File: src/rtl/sertx_pkg.sv
package sertx_pkg;

  typedef enum logic [1:0] {
    REG_DATA = 2'd0,
    REG_STAT = 2'd1,
    REG_CTRL = 2'd2,
    REG_NONE = 2'd3
  } sertx_reg_e;

  // Control word, LSB first: en, par_en, par_odd, two_stop, ie_empty, ie_done
  typedef struct packed {
    logic ie_done;
    logic ie_empty;
    logic two_stop;
    logic par_odd;
    logic par_en;
    logic en;
  } sertx_cfg_t;

  localparam int CFG_W = $bits(sertx_cfg_t);

  localparam int STAT_EMPTY = 0;
  localparam int STAT_DONE  = 1;
  localparam int STAT_OVR   = 2;

endpackage

File: src/rtl/sertx_shift.sv
module sertx_shift #(
  parameter int DATA_W = 8,
  parameter int OSR    = 16
) (
  input  logic              clk,
  input  logic              rst_n,
  input  logic              baud_tick,
  input  logic              load,
  input  logic [DATA_W-1:0] load_data,
  input  logic              par_en,
  input  logic              par_odd,
  input  logic              two_stop,
  output logic              busy,
  output logic              txd_bit,
  output logic              frame_done
);

  localparam int CNT_W    = (OSR > 1) ? $clog2(OSR) : 1;
  localparam int SR_W     = DATA_W + 3;
  localparam int MAX_BITS = DATA_W + 4;
  localparam int LEN_W    = $clog2(MAX_BITS + 1);

  logic             busy_q, busy_d;
  logic [SR_W-1:0]  sr_q, sr_d;
  logic [CNT_W-1:0] tick_q, tick_d;
  logic [LEN_W-1:0] left_q, left_d;
  logic             par_bit;

  assign par_bit = (^load_data) ^ par_odd;

  always_comb begin
    busy_d     = busy_q;
    sr_d       = sr_q;
    tick_d     = tick_q;
    left_d     = left_q;
    frame_done = 1'b0;
    if (load) begin
      busy_d = 1'b1;
      // stop, parity-or-stop, data, start; ones shift in from the top
      sr_d   = {1'b1, (par_en ? par_bit : 1'b1), load_data, 1'b0};
      tick_d = '0;
      left_d = LEN_W'(DATA_W + 2) + LEN_W'(par_en) + LEN_W'(two_stop);
    end else if (busy_q && baud_tick) begin
      if (tick_q == CNT_W'(OSR - 1)) begin
        tick_d = '0;
        sr_d   = {1'b1, sr_q[SR_W-1:1]};
        left_d = left_q - LEN_W'(1);
        if (left_q == LEN_W'(1)) begin
          busy_d     = 1'b0;
          frame_done = 1'b1;
        end
      end else begin
        tick_d = tick_q + CNT_W'(1);
      end
    end
  end

  always_ff @(posedge clk or negedge rst_n) begin
    if (!rst_n) begin
      busy_q <= 1'b0;
      sr_q   <= '1;
      tick_q <= '0;
      left_q <= '0;
    end else begin
      busy_q <= busy_d;
      sr_q   <= sr_d;
      tick_q <= tick_d;
      left_q <= left_d;
    end
  end

  assign busy    = busy_q;
  assign txd_bit = busy_q ? sr_q[0] : 1'b1;

  // the control side only hands over a byte when the engine is idle
  p_load_when_idle_r5: assert property (@(posedge clk) disable iff (!rst_n)
    load |-> !busy_q);

  // remaining bit count of a running frame stays within the longest frame
  p_frame_len_r4: assert property (@(posedge clk) disable iff (!rst_n)
    busy_q |-> (left_q != '0) && (left_q <= LEN_W'(MAX_BITS)));

endmodule

File: src/rtl/sertx_ctrl.sv
module sertx_ctrl
  import sertx_pkg::*;
#(
  parameter int DATA_W = 8
) (
  input  logic              clk,
  input  logic              rst_n,
  input  logic              wr_en,
  input  logic [1:0]        addr,
  input  logic [DATA_W-1:0] wdata,
  input  logic              gie,
  input  logic              irq_ack,
  input  logic              busy,
  input  logic              frame_done,
  output sertx_cfg_t        cfg,
  output logic              load,
  output logic [DATA_W-1:0] load_data,
  output logic              full,
  output logic [DATA_W-1:0] rdata,
  output logic              irq_empty,
  output logic              irq_done
);

  sertx_cfg_t        cfg_q, cfg_d;
  logic [DATA_W-1:0] hold_q, hold_d;
  logic              full_q, full_d;
  logic              done_q, done_d;
  logic              ovr_q, ovr_d;
  logic              wr_data, wr_stat, wr_ctl, accept;

  assign wr_data = wr_en && (addr == REG_DATA);
  assign wr_stat = wr_en && (addr == REG_STAT);
  assign wr_ctl  = wr_en && (addr == REG_CTRL);
  assign load    = full_q && !busy;
  assign accept  = wr_data && cfg_q.en && !full_q;

  always_comb begin
    cfg_d  = cfg_q;
    hold_d = hold_q;
    full_d = full_q;
    if (wr_ctl) cfg_d = sertx_cfg_t'(wdata[CFG_W-1:0]);
    if (accept) begin
      hold_d = wdata;
      full_d = 1'b1;
    end else if (load) begin
      full_d = 1'b0;
    end
    ovr_d  = (ovr_q && !(wr_stat && wdata[STAT_OVR]))
           || (wr_data && cfg_q.en && full_q);
    done_d = (frame_done && !full_q)
           || (done_q && !((wr_stat && wdata[STAT_DONE]) || irq_ack));
  end

  always_ff @(posedge clk or negedge rst_n) begin
    if (!rst_n) begin
      cfg_q  <= '0;
      hold_q <= '0;
      full_q <= 1'b0;
      done_q <= 1'b0;
      ovr_q  <= 1'b0;
    end else begin
      cfg_q  <= cfg_d;
      if (accept) hold_q <= hold_d;
      full_q <= full_d;
      done_q <= done_d;
      ovr_q  <= ovr_d;
    end
  end

  always_comb begin
    case (addr)
      REG_STAT: rdata = DATA_W'({ovr_q, done_q, !full_q});
      REG_CTRL: rdata = DATA_W'(cfg_q);
      default:  rdata = '0;
    endcase
  end

  assign cfg       = cfg_q;
  assign load_data = hold_q;
  assign full      = full_q;
  assign irq_empty = !full_q && cfg_q.ie_empty && gie;
  assign irq_done  = done_q && cfg_q.ie_done && gie;

  // completion can only appear once the engine has stopped
  p_done_after_idle_r8: assert property (@(posedge clk) disable iff (!rst_n)
    $rose(done_q) |-> !busy);

  // the overwrite flag holds until software clears it
  p_ovr_sticky_r7: assert property (@(posedge clk) disable iff (!rst_n)
    (ovr_q && !(wr_stat && wdata[STAT_OVR])) |=> ovr_q);

  // with the enable bit clear, the holding stage can never fill
  p_no_fill_disabled_r11: assert property (@(posedge clk) disable iff (!rst_n)
    (!cfg_q.en && !full_q) |=> !full_q);

endmodule

File: src/rtl/sertx_top.sv
module sertx_top
  import sertx_pkg::*;
#(
  parameter int DATA_W = 8,
  parameter int OSR    = 16
) (
  input  logic              clk,
  input  logic              rst_n,
  input  logic              baud_tick,
  input  logic              wr_en,
  input  logic [1:0]        addr,
  input  logic [DATA_W-1:0] wdata,
  output logic [DATA_W-1:0] rdata,
  input  logic              gie,
  input  logic              irq_ack,
  output logic              irq_empty,
  output logic              irq_done,
  output logic              txd,
  output logic              txd_oe
);

  logic [1:0]        rst_pipe;
  logic              rst_sync_n;
  sertx_cfg_t        cfg;
  logic              load, full, busy, txd_bit, frame_done;
  logic [DATA_W-1:0] load_data;

  always_ff @(posedge clk or negedge rst_n) begin
    if (!rst_n) rst_pipe <= 2'b00;
    else        rst_pipe <= {rst_pipe[0], 1'b1};
  end
  assign rst_sync_n = rst_pipe[1];

  sertx_ctrl #(.DATA_W(DATA_W)) ctrl_i (
    .clk        (clk),
    .rst_n      (rst_sync_n),
    .wr_en      (wr_en),
    .addr       (addr),
    .wdata      (wdata),
    .gie        (gie),
    .irq_ack    (irq_ack),
    .busy       (busy),
    .frame_done (frame_done),
    .cfg        (cfg),
    .load       (load),
    .load_data  (load_data),
    .full       (full),
    .rdata      (rdata),
    .irq_empty  (irq_empty),
    .irq_done   (irq_done)
  );

  sertx_shift #(.DATA_W(DATA_W), .OSR(OSR)) shift_i (
    .clk        (clk),
    .rst_n      (rst_sync_n),
    .baud_tick  (baud_tick),
    .load       (load),
    .load_data  (load_data),
    .par_en     (cfg.par_en),
    .par_odd    (cfg.par_odd),
    .two_stop   (cfg.two_stop),
    .busy       (busy),
    .txd_bit    (txd_bit),
    .frame_done (frame_done)
  );

  // drive stays on while enabled or while anything is left to send
  assign txd_oe = cfg.en || full || busy;
  assign txd    = txd_bit;

  // once the pin is released the line sits at its idle level
  p_quiet_when_released_r10: assert property (@(posedge clk) disable iff (!rst_sync_n)
    !txd_oe |-> txd);

endmodule

File: config.mk
export PLATFORM = sky130hd
export DESIGN_NAME = sertx_top
export DESIGN_NICKNAME = d
export VERILOG_FILES = /design/src/rtl/sertx_pkg.sv /design/src/rtl/sertx_shift.sv /design/src/rtl/sertx_ctrl.sv /design/src/rtl/sertx_top.sv
export SDC_FILE = /design/constraint.sdc
export NUM_CORES = 1
export LEC_CHECK = 0
export ABC_AREA = 1
export BUFFER_PORTS_ARGS = -buffer_cell sky130_fd_sc_hd__buf_2
export CORE_UTILIZATION = 50
export DETAILED_ROUTE_END_ITERATION = 6
export PLACE_DENSITY = 0.73
export SLEW_MARGIN = 0
export SYNTH_ARGS = -nofsm -noshare
export SYNTH_HDL_FRONTEND = slang
export SYNTH_HIERARCHICAL = 1
export SYNTH_SLANG_ARGS = --single-unit
File: constraint.sdc
create_clock -name clk -period 1.1 [get_ports clk]
set_input_delay 0.275 -clock clk [delete_from_list [all_inputs] [get_ports clk]]
set_output_delay 0.275 -clock clk [all_outputs]
set_load 0.01 [all_outputs]
==> qor.txt, run 1 <==
status: finished with violations
failing checks: negative setup slack
Hold Fails Final Rpt: 0
first-pass GRT wire length: 8.28 mm
Power Dens Cells: 1520 mW/mm²
Yosys top cell area share: 33.3%
met2 wire len: 2.86 mm
worst reg2reg setup slack: -350 ps
Max Freq: 690 MHz
Synth Warn #: 6
critical path peak fanout: 2
layout cell share with drive strength beyond 1: 46.3%
Clock Tree Root: clkbuf_8
TritonRoute pass-1 iters: 4
Leak: 1.54 nW
Tmin final: 1450 ps
number of synthesized flops with an enable pin: 0
worst vdd ir: 0.872 mV
CP Capture Type: primary output
Most used DFF post-synth: dfrtp_1
DRC viols: 0
vias in the first global route: 1764
async set or reset register ratio after synthesis: 100%
Total Routed Length: 5.53 mm
dpl hpwl: 3.33 mm
Final Max Tran Viols: 0
n_diodes: 0
CTS tree: done
Avg Cell Area, Syn: 8.01 µm²
cell taking the most area after synthesis: dfrtp_1
routed len/inst: 14.4 µm
Placed Instances: 356
highest routed layer: met4
Global Route Usage Sum: 25.5%
DR WL met3: 234 µm
TritonCTS Buffers: 5
site row count: 23
Distinct cells, synth: 32
synth-to-layout area growth: 45.8%
PortBufs: 25
Vias/cell: 5.12
Cells after Synth: 263
wl on met1: 2.32 mm
Worst Hold Class: flop to asynchronous set/reset pin
Commonest cells post-synth: nand2_1, dfrtp_1, inv_1, nand3_1, nor2_1
CP arrival: 1180 ps
CTS clk-pin slew, worst paths: 80 ps
initial antenna violation count: 0
post-synthesis sequential area ratio: 45.7%
Final setup viols: 37
Setup Skew: 8.48 ps
Final ANT Viol Nets: 0
largest cells by area after synthesis: dfrtp_1, nand2_1, dfstp_2
initial cell density of the core: 52.3%
Worst path max stage delay: 390 ps
Die X: 66.9 µm
RSZ-0062 raised after global routing: yes
crit start category: flop
clock sink total: 38
die area: 0.00448 mm²
I/O pins: 28
part of the cycle the worst path needs: 132%
fill cell count: 272
Cell Area, Synth: 0.00211 mm²
GP Congestion: 0.820
Worst Slack Setup Final: -350 ps
Core ar.: 0.00403 mm²
fin nets: 357
crit path max-delay cell type: dfrtp_1
DRT iter0 DRCs: 93
final setup TNS: -7950 ps
clk_lat worst skew: 300 ps
Hold Slack: 169 ps
leading cell type by number of instances after synthesis: nand2_1
CTS max path bufs: 2
fin cells: 385
Overflow after GRT: 0
total number of vias: 1973
Die Ht: 66.9 µm
FF+latch count, synth: 38
maxcap violations: 0
Critical Path, Cell by Cell: inv_2 -> buf_8 -> nand2_4 -> a21oi_2 -> buf_2
Worst Path Required: 820 ps
Crit Path Category: flop to primary output
pin count of the biggest net entering global routing: 20
H-tree depth: 2
-- flip-flops by register name, indices dropped and copies added (netlist names) --
register / flops
ctrl_i/done_q: 1
rst_pipe: 2
ctrl_i/load_data: 8
ctrl_i/cfg: 6
shift_i/left_q: 4
shift_i/busy: 1
ctrl_i/full: 1
shift_i/tick_q: 4
ctrl_i/ovr_q: 1
shift_i/sr_q: 10
-- worst max-delay path: cells and delay by family (launching register included) --
family | cells | cell delay (ps)
DFF | 1 | 390
buffers and inverters | 3 | 340
AOI/OAI and AO/OA | 1 | 110
and+or+nand+nor | 1 | 40
-- report_power, final --
part	total [mW]	internal (mW)	switching, mW
Combinational	1.59	0.798	0.790
Sequential	2.13	1.86	0.268
Clock	0.963	0.434	0.529
Total	4.68	3.09	1.59
-- final timing paths --
kind / start / end / cells after the start
min in group clk: wdata[7] / ctrl_i/load_data[7] / 3
hold reg to reg: rst_pipe[1] / ctrl_i/done_q / 0
setup reg to reg: shift_i/busy / shift_i/sr_q[9] / 9
setup / recovery: ctrl_i/full / rdata[0] / 5
max in group asynchronous: rst_pipe[1] / ctrl_i/cfg[0] / 1
hold / removal: rst_pipe[1] / ctrl_i/done_q / 0
-- layer usage --
| layer | track usage (%) | vias to the layer above |
|---|---|---|
| met3 | 6.51 | 15 |
| met1 | 33.0 | 923 |
| met5 | 0 | - |
| met2 | 41.2 | 60 |
| li1 | - | 975 |
| met4 | 8.51 | 0 |
-- repair_timing --
item	CTS	global route
gates cloned	0	1
pin swaps	18	16
setup endpoints to repair	33	39
buffers inserted	13	7
hold buffers	1	0
resized for setup	42	41
hold endpoints to repair	2	0
-- logic make-up after synthesis --
family | Yosys count | share of synthesized area, %
AO/OA/AOI/OAI | 36 | 11.0
XOR/XNOR | 3 | 1.25
adder cells (fa/ha/maj) | 7 | 4.16
buffers and inverters | 41 | 8.73
flip-flops | 38 | 45.7
other | 2 | 0.356
AND/OR/NAND/NOR | 136 | 28.7
-- layout by cell type, fill, tap and decap left out, types with 6 or more instances in the layout --
master,count
nand2_1,71
inv_1,21
nand3_1,21
nor2_1,10
a21oi_2,9
dfstp_2,10
buf_2,22
o21ai_0,6
buf_4,24
buf_6,17
inv_2,10
nor2_4,6
nand2_2,9
dfrtp_1,25
o21ai_1,7
-- layout make-up --
cell class	instances	area [µm²]	share of cell area, %
clock buffer	5	68.8	2.24
clock inverter	3	16.3	0.529
inverter	32	125	4.07
multi-input combinational	186	1210	39.4
sequential	38	967	31.5
tap	50	62.6	2.04
timing repair buffer	71	622	20.2
-- metrics by stage --
step                      setup slack [ps]  utilization (%)  instance area (µm²)  power, mW
after floorplan                       -231                -                 2170       2.83
after global placement                -204             62.7                 2520       3.20
after detailed placement              -244             62.7                 2520       3.26
after CTS                             -356             70.6                 2840       4.43
after global routing                  -414             76.3                 3070       4.96
final                                 -350             76.3                 3070       4.68
Note: power is estimated with default switching activity, not from simulation.
==> run 2, diff against run 1 <==
==> constraint.sdc (replaced) <==
create_clock -name clk -period 1.1 [get_ports clk]
set_input_delay 0.055 -clock clk [delete_from_list [all_inputs] [get_ports clk]]
set_output_delay 0.055 -clock clk [all_outputs]
set_load 0.01 [all_outputs]
==> run 2 against run 1 <==
The flow still finishes with violations (negative setup slack). Count of clock-buffer cells in the layout is 3 higher. Global-route usage is 2.0 points lower. Setup slack better by 52 ps. Routed wire length is 12% lower. Clock skew is 4.8 ps lower. Register-to-register slack better by 50 ps. Sequential power hardly changed. Critical path depth is 4 higher. Non-clock buffer count is 7 lower. Flip-flop and latch count stayed put. Clock power is 3.3% higher.
==> qor.txt, run 2 (synthesis results as in run 1) <==
status: finished with violations
failing checks: negative setup slack
DRC viols: 0
commonest non-fill, non-tap cell in the layout: nand2_1
Placed Instances: 352
Total Routed Length: 4.89 mm
Largest register FFs: 10
Multi-input gate area: 0.00113 mm²
Power Dens Cells: 1550 mW/mm²
synth-to-layout area growth: 37.9%
internal power: 3.07 mW
crit start category: flop
clock sink total: 38
fill cell count: 295
fin cells: 378
Hold Slack: 14.5 ps
critical path peak fanout: 8
maxcap violations: 0
Final ANT Viol Nets: 0
DRT iter0 DRCs: 109
initial antenna violation count: 0
Tmin final: 1400 ps
GP Congestion: 0.787
final setup TNS: -4900 ps
Overflow after GRT: 0
Leak: 1.49 nW
part of the cycle the worst path needs: 127%
initial cell density of the core: 52.3%
layout cell share with drive strength beyond 1: 41.2%
worst r2r path cells: 9
Setup Skew: 3.72 ps
most frequent cells in the layout: nand2_1, inv_1, dfrtp_1
Worst Path Required: 1320 ps
Clock Tree Root: clkbuf_8
Vias/cell: 5.11
dpl hpwl: 3.14 mm
routed len/inst: 12.9 µm
TritonRoute pass-1 iters: 4
CP arrival: 1620 ps
CTS max path bufs: 2
Top reg by flops: shift_i/sr_q
Reg power frac: 46.6%
Core ar.: 0.00403 mm²
die area: 0.00448 mm²
Worst Hold Depth: 3
worst reg2reg setup slack: -300 ps
CTS clk-pin slew, worst paths: 70 ps
Final setup viols: 30
vias in the first global route: 1705
PortBufs: 25
clock power share: 22.0%
n_diodes: 0
Hold Fails Final Rpt: 0
Net Sw Power: 1.44 mW
H-tree depth: 2
pin count of the biggest net entering global routing: 35
worst vdd ir: 1.08 mV
Worst Slack Setup Final: -298 ps
site row count: 23
fin nets: 350
Max Freq: 715 MHz
clk_lat worst skew: 290 ps
sequential cell area: 967 µm²
Die Ht: 66.9 µm
Comb pwr share: 31.4%
Switching Fraction: 31.9%
RSZ-0062 raised after global routing: yes
total number of vias: 1932
Global Route Usage Sum: 23.5%
TritonCTS Buffers: 5
Worst Hold Class: input port to flop
I/O pins: 28
Crit Path Category: flop to flop
CTS tree: done
first-pass GRT wire length: 7.70 mm
CP Capture Type: flop
Final Max Tran Viols: 0
Die X: 66.9 µm
-- run 2: cell types whose count changed in the layout (fill, tap and decap cells not counted), moves of 4 or more --
cell | before | now
o21ai_1 | 7 | 3
nor2_4 | 6 | 2
inv_1 | 21 | 25
buf_6 | 17 | 7
inv_2 | 10 | 6
-- run 2: through the flow --
stage | power, mW | worst slack (ps) | utilization (%) | cell area (µm²)
after floorplan | 2.82 | -231 | - | 2150
after CTS | 4.36 | -229 | 67.0 | 2700
after global placement | 3.17 | -226 | 61.1 | 2460
final | 4.52 | -298 | 72.1 | 2910
after detailed placement | 3.22 | -260 | 61.1 | 2460
after global routing | 4.77 | -380 | 72.1 | 2910
-- run 2: cell type report --
class,count,share of cell area (%)
clock buffers,8,3.10
inverters,32,4.22
multi-input cells,186,38.9
flip-flops and latches,38,33.3
well taps,50,2.15
repair buffers,64,18.3
-- run 2: timing repair --
action / in CTS / in global routing
pin swaps: 10 / 5
endpoints found under the setup margin: 23 / 36
cloned: 0 / 2
resized for setup: 24 / 30
setup buffers: 7 / 8
hold buffers: 3 / 0
endpoints found under the hold margin: 4 / 0
-- run 2: critical path, cell delays in order (launching register included) --
cell	delay, ps
dfrtp_1	390
inv_2	80
nor2_4	40
buf_6	120
a21oi_4	190
nor2_8	80
buf_4	150
clkbuf_16	160
nor2_2	90
a21oi_2	40
-- run 2: per-layer routing --
layer	GRT usage, %	wire [µm]	up-vias
met1	31.2	2250	906
met3	3.77	211	8
li1	-	-	959
met2	36.4	2340	59
met4	12.8	95	0
met5	0	0	-
-- run 2: final timing paths --
kind | startpoint | to
max | ctrl_i/full | shift_i/sr_q[4]
min | wdata[0] | ctrl_i/load_data[0]
max reg2reg | ctrl_i/full | shift_i/sr_q[4]
min reg2reg | rst_pipe[1] | ctrl_i/cfg[4]
max in group asynchronous | rst_pipe[1] | shift_i/sr_q[1]
min in group asynchronous | rst_pipe[1] | ctrl_i/cfg[4]
-- run 2: power groups by stage --
stage | clock, mW | sequential, mW | combinational, mW
floorplan | 0 | 2.08 | 0.744
global placement | 0 | 2.08 | 1.09
detailed placement | 0 | 2.11 | 1.11
CTS | 1.01 | 2.08 | 1.27
global route | 1.06 | 2.14 | 1.57
finish | 0.995 | 2.10 | 1.42
==> run 3, diff against run 2 <==
--- a/config.mk
+++ b/config.mk
@@ -7,9 +7,12 @@
 export LEC_CHECK = 0
 export ABC_AREA = 1
 export BUFFER_PORTS_ARGS = -buffer_cell sky130_fd_sc_hd__buf_2
-export CORE_UTILIZATION = 50
+export CELL_PAD_IN_SITES_DETAIL_PLACEMENT = 1
+export CELL_PAD_IN_SITES_GLOBAL_PLACEMENT = 2
+export CORE_UTILIZATION = 30
 export DETAILED_ROUTE_END_ITERATION = 6
-export PLACE_DENSITY = 0.73
+export GPL_ROUTABILITY_DRIVEN = 0
+export PLACE_DENSITY_LB_ADDON = 0.1
 export SLEW_MARGIN = 0
 export SYNTH_ARGS = -nofsm -noshare
 export SYNTH_HDL_FRONTEND = slang
==> run 3 against run 2 <==
The run still ends with negative setup slack left. Cell count rose by 15%. Setup slack worse by 4.0 ps. Final area increased by 7.3%. Clock power rose by 50%. Total power is 12% higher. Utilization shrank 26 points. Sequential share of layout area decreased by 2.2 points. Clock skew rose by 1.2 ps. Non-clock buffer count up 11. Sequential power about the same. Flip-flop and latch count is the same. Critical path depth fell by 1. Critical endpoint is now shift_i/sr_q[5]. Largest power group unchanged.
==> qor.txt, run 3 (synthesis results as in run 1) <==
Die Ht: 85.8 µm
site row count: 30
TritonRoute pass-1 iters: 3
die area: 0.00736 mm²
maxcap violations: 0
Setup Skew: 4.93 ps
Net Sw Power: 1.53 mW
clk_lat worst skew: 290 ps
Max Freq: 713 MHz
Top delay family on crit path: buffers and inverters
CTS tree: done
DRC viols: 0
Worst path max stage delay: 400 ps
pin count of the biggest net entering global routing: 19
clock power share: 29.3%
Final ANT Viol Nets: 0
worst reg2reg setup slack: -300 ps
Leak: 1.55 nW
dpl hpwl: 4.28 mm
fin nets: 362
failing checks: negative setup slack
Worst Path Required: 1320 ps
crit path max-delay cell type: dfrtp_1
CP Buf/Inv Count: 4
CTS clk-pin slew, worst paths: 80 ps
Reg-to-Reg Start: ctrl_i/full
clock sink total: 38
H-tree depth: 2
Finished Core Util: 45.9%
Global Route Usage Sum: 18.7%
most frequent cells in the layout: nand2_1, buf_4, inv_1, dfrtp_1, buf_2
Overall Power: 5.06 mW
Die X: 85.8 µm
pre-CTS WS: -287 ps
TritonCTS Buffers: 5
first-pass GRT wire length: 10.4 mm
CP Capture Type: flop
worst r2r path cells: 8
synth-to-layout area growth: 47.9%
vias in the first global route: 2072
Crit Path Category: flop to flop
R2R Path End: shift_i/sr_q[5]
Final setup viols: 33
CP arrival: 1620 ps
Tmin final: 1400 ps
post-route cell area: 0.00312 mm²
worst vdd ir: 0.519 mV
RSZ-0062 raised after global routing: yes
Clock Tree Root: clkbuf_8
Worst Hold Class: input port to flop
final setup TNS: -5630 ps
Top reg by flops: shift_i/sr_q
total number of vias: 1924
Worst Hold Depth: 3
Comb pwr share: 28.8%
Core ar.: 0.00679 mm²
DRT iter0 DRCs: 30
initial antenna violation count: 0
Critical Path, Cell by Cell: inv_2 -> nor2_4 -> buf_6 -> a21oi_4 -> nor2_8 -> buf_12 -> buf_6 -> a21oi_2
Total Routed Length: 6.08 mm
Largest register FFs: 10
Crit path depth: 8
part of the cycle the worst path needs: 127%
commonest non-fill, non-tap cell in the layout: nand2_1
Overflow after GRT: 0
internal power: 3.53 mW
status: finished with violations
Reg power frac: 41.9%
Hold Fails Final Rpt: 0
critical path peak fanout: 7
CTS max path bufs: 2
I/O pins: 28
Placed Area: 0.00261 mm²
layout cell share with drive strength beyond 1: 44.1%
Power Dens Cells: 1620 mW/mm²
Switching Fraction: 30.3%
hold path startpoint: wdata[0]
Hold Slack: 11.7 ps
routed len/inst: 13.9 µm
PortBufs: 25
Final Max Tran Viols: 0
Crit path top cell by count: buf_6
crit start category: flop
Hold EP: ctrl_i/load_data[0]
fin cells: 436
Vias/cell: 4.41
Placed Instances: 408
initial cell density of the core: 31.0%
n_diodes: 0
Worst Slack Setup Final: -302 ps
## run 3: how the worst max path moves through the flow
| stage | endpoint | start | slack, ps |
|---|---|---|---|
| after floorplan | shift_i/left_q[0] | ctrl_i/full | -230 |
| after global placement | shift_i/sr_q[9] | ctrl_i/full | -210 |
| after detailed placement | shift_i/sr_q[9] | ctrl_i/full | -290 |
| after CTS | shift_i/sr_q[9] | shift_i/tick_q[1] | -290 |
| after global routing | shift_i/left_q[2] | ctrl_i/full | -380 |
| final | shift_i/sr_q[5] | ctrl_i/full | -300 |
## run 3: area by class of cell
class                      instances  area (µm²)
sequential                        38         968
inverter                          32         123
fill                             838        3680
multi-input combinational        187        1140
tap                               96         120
clock buffer                       6        82.6
timing repair buffer              75         618
clock inverter                     2        60.1
## run 3: power by group through the flow
stage | Sequential (mW) | Clock [mW] | Combinational [mW]
3_3_place_gp | 2.10 | 0 | 1.15
4_1_cts | 2.12 | 1.53 | 1.40
5_1_grt | 2.16 | 1.58 | 1.63
2_1_floorplan | 2.08 | 0 | 0.744
3_5_place_dp | 2.12 | 0 | 1.18
6_report | 2.12 | 1.49 | 1.46
## run 3: repair_timing
action / CTS / global route
setup endpoints to repair: 34 / 38
cloned: 3 / 0
buffers inserted: 16 / 6
endpoints found under the hold margin: 4 / 0
pin swaps: 20 / 10
resized for setup: 40 / 25
hold buffers: 3 / 0
## run 3: layer usage
| metal | share of wire (%) | track usage [%] | up-vias | wire (µm) |
|---|---|---|---|---|
| met3 | 2.4 | 2.89 | 5 | 146 |
| li1 | - | - | 982 | - |
| met5 | 0 | 0 | - | 0 |
| met2 | 51 | 33.7 | 23 | 3090 |
| met1 | 46 | 23.3 | 914 | 2790 |
| met4 | 0.79 | 5.00 | 0 | 48 |
## run 3: worst min-delay path, stage by stage
cell and delay (ps):
buf_2 90, nand3_1 70, nand2_1 60
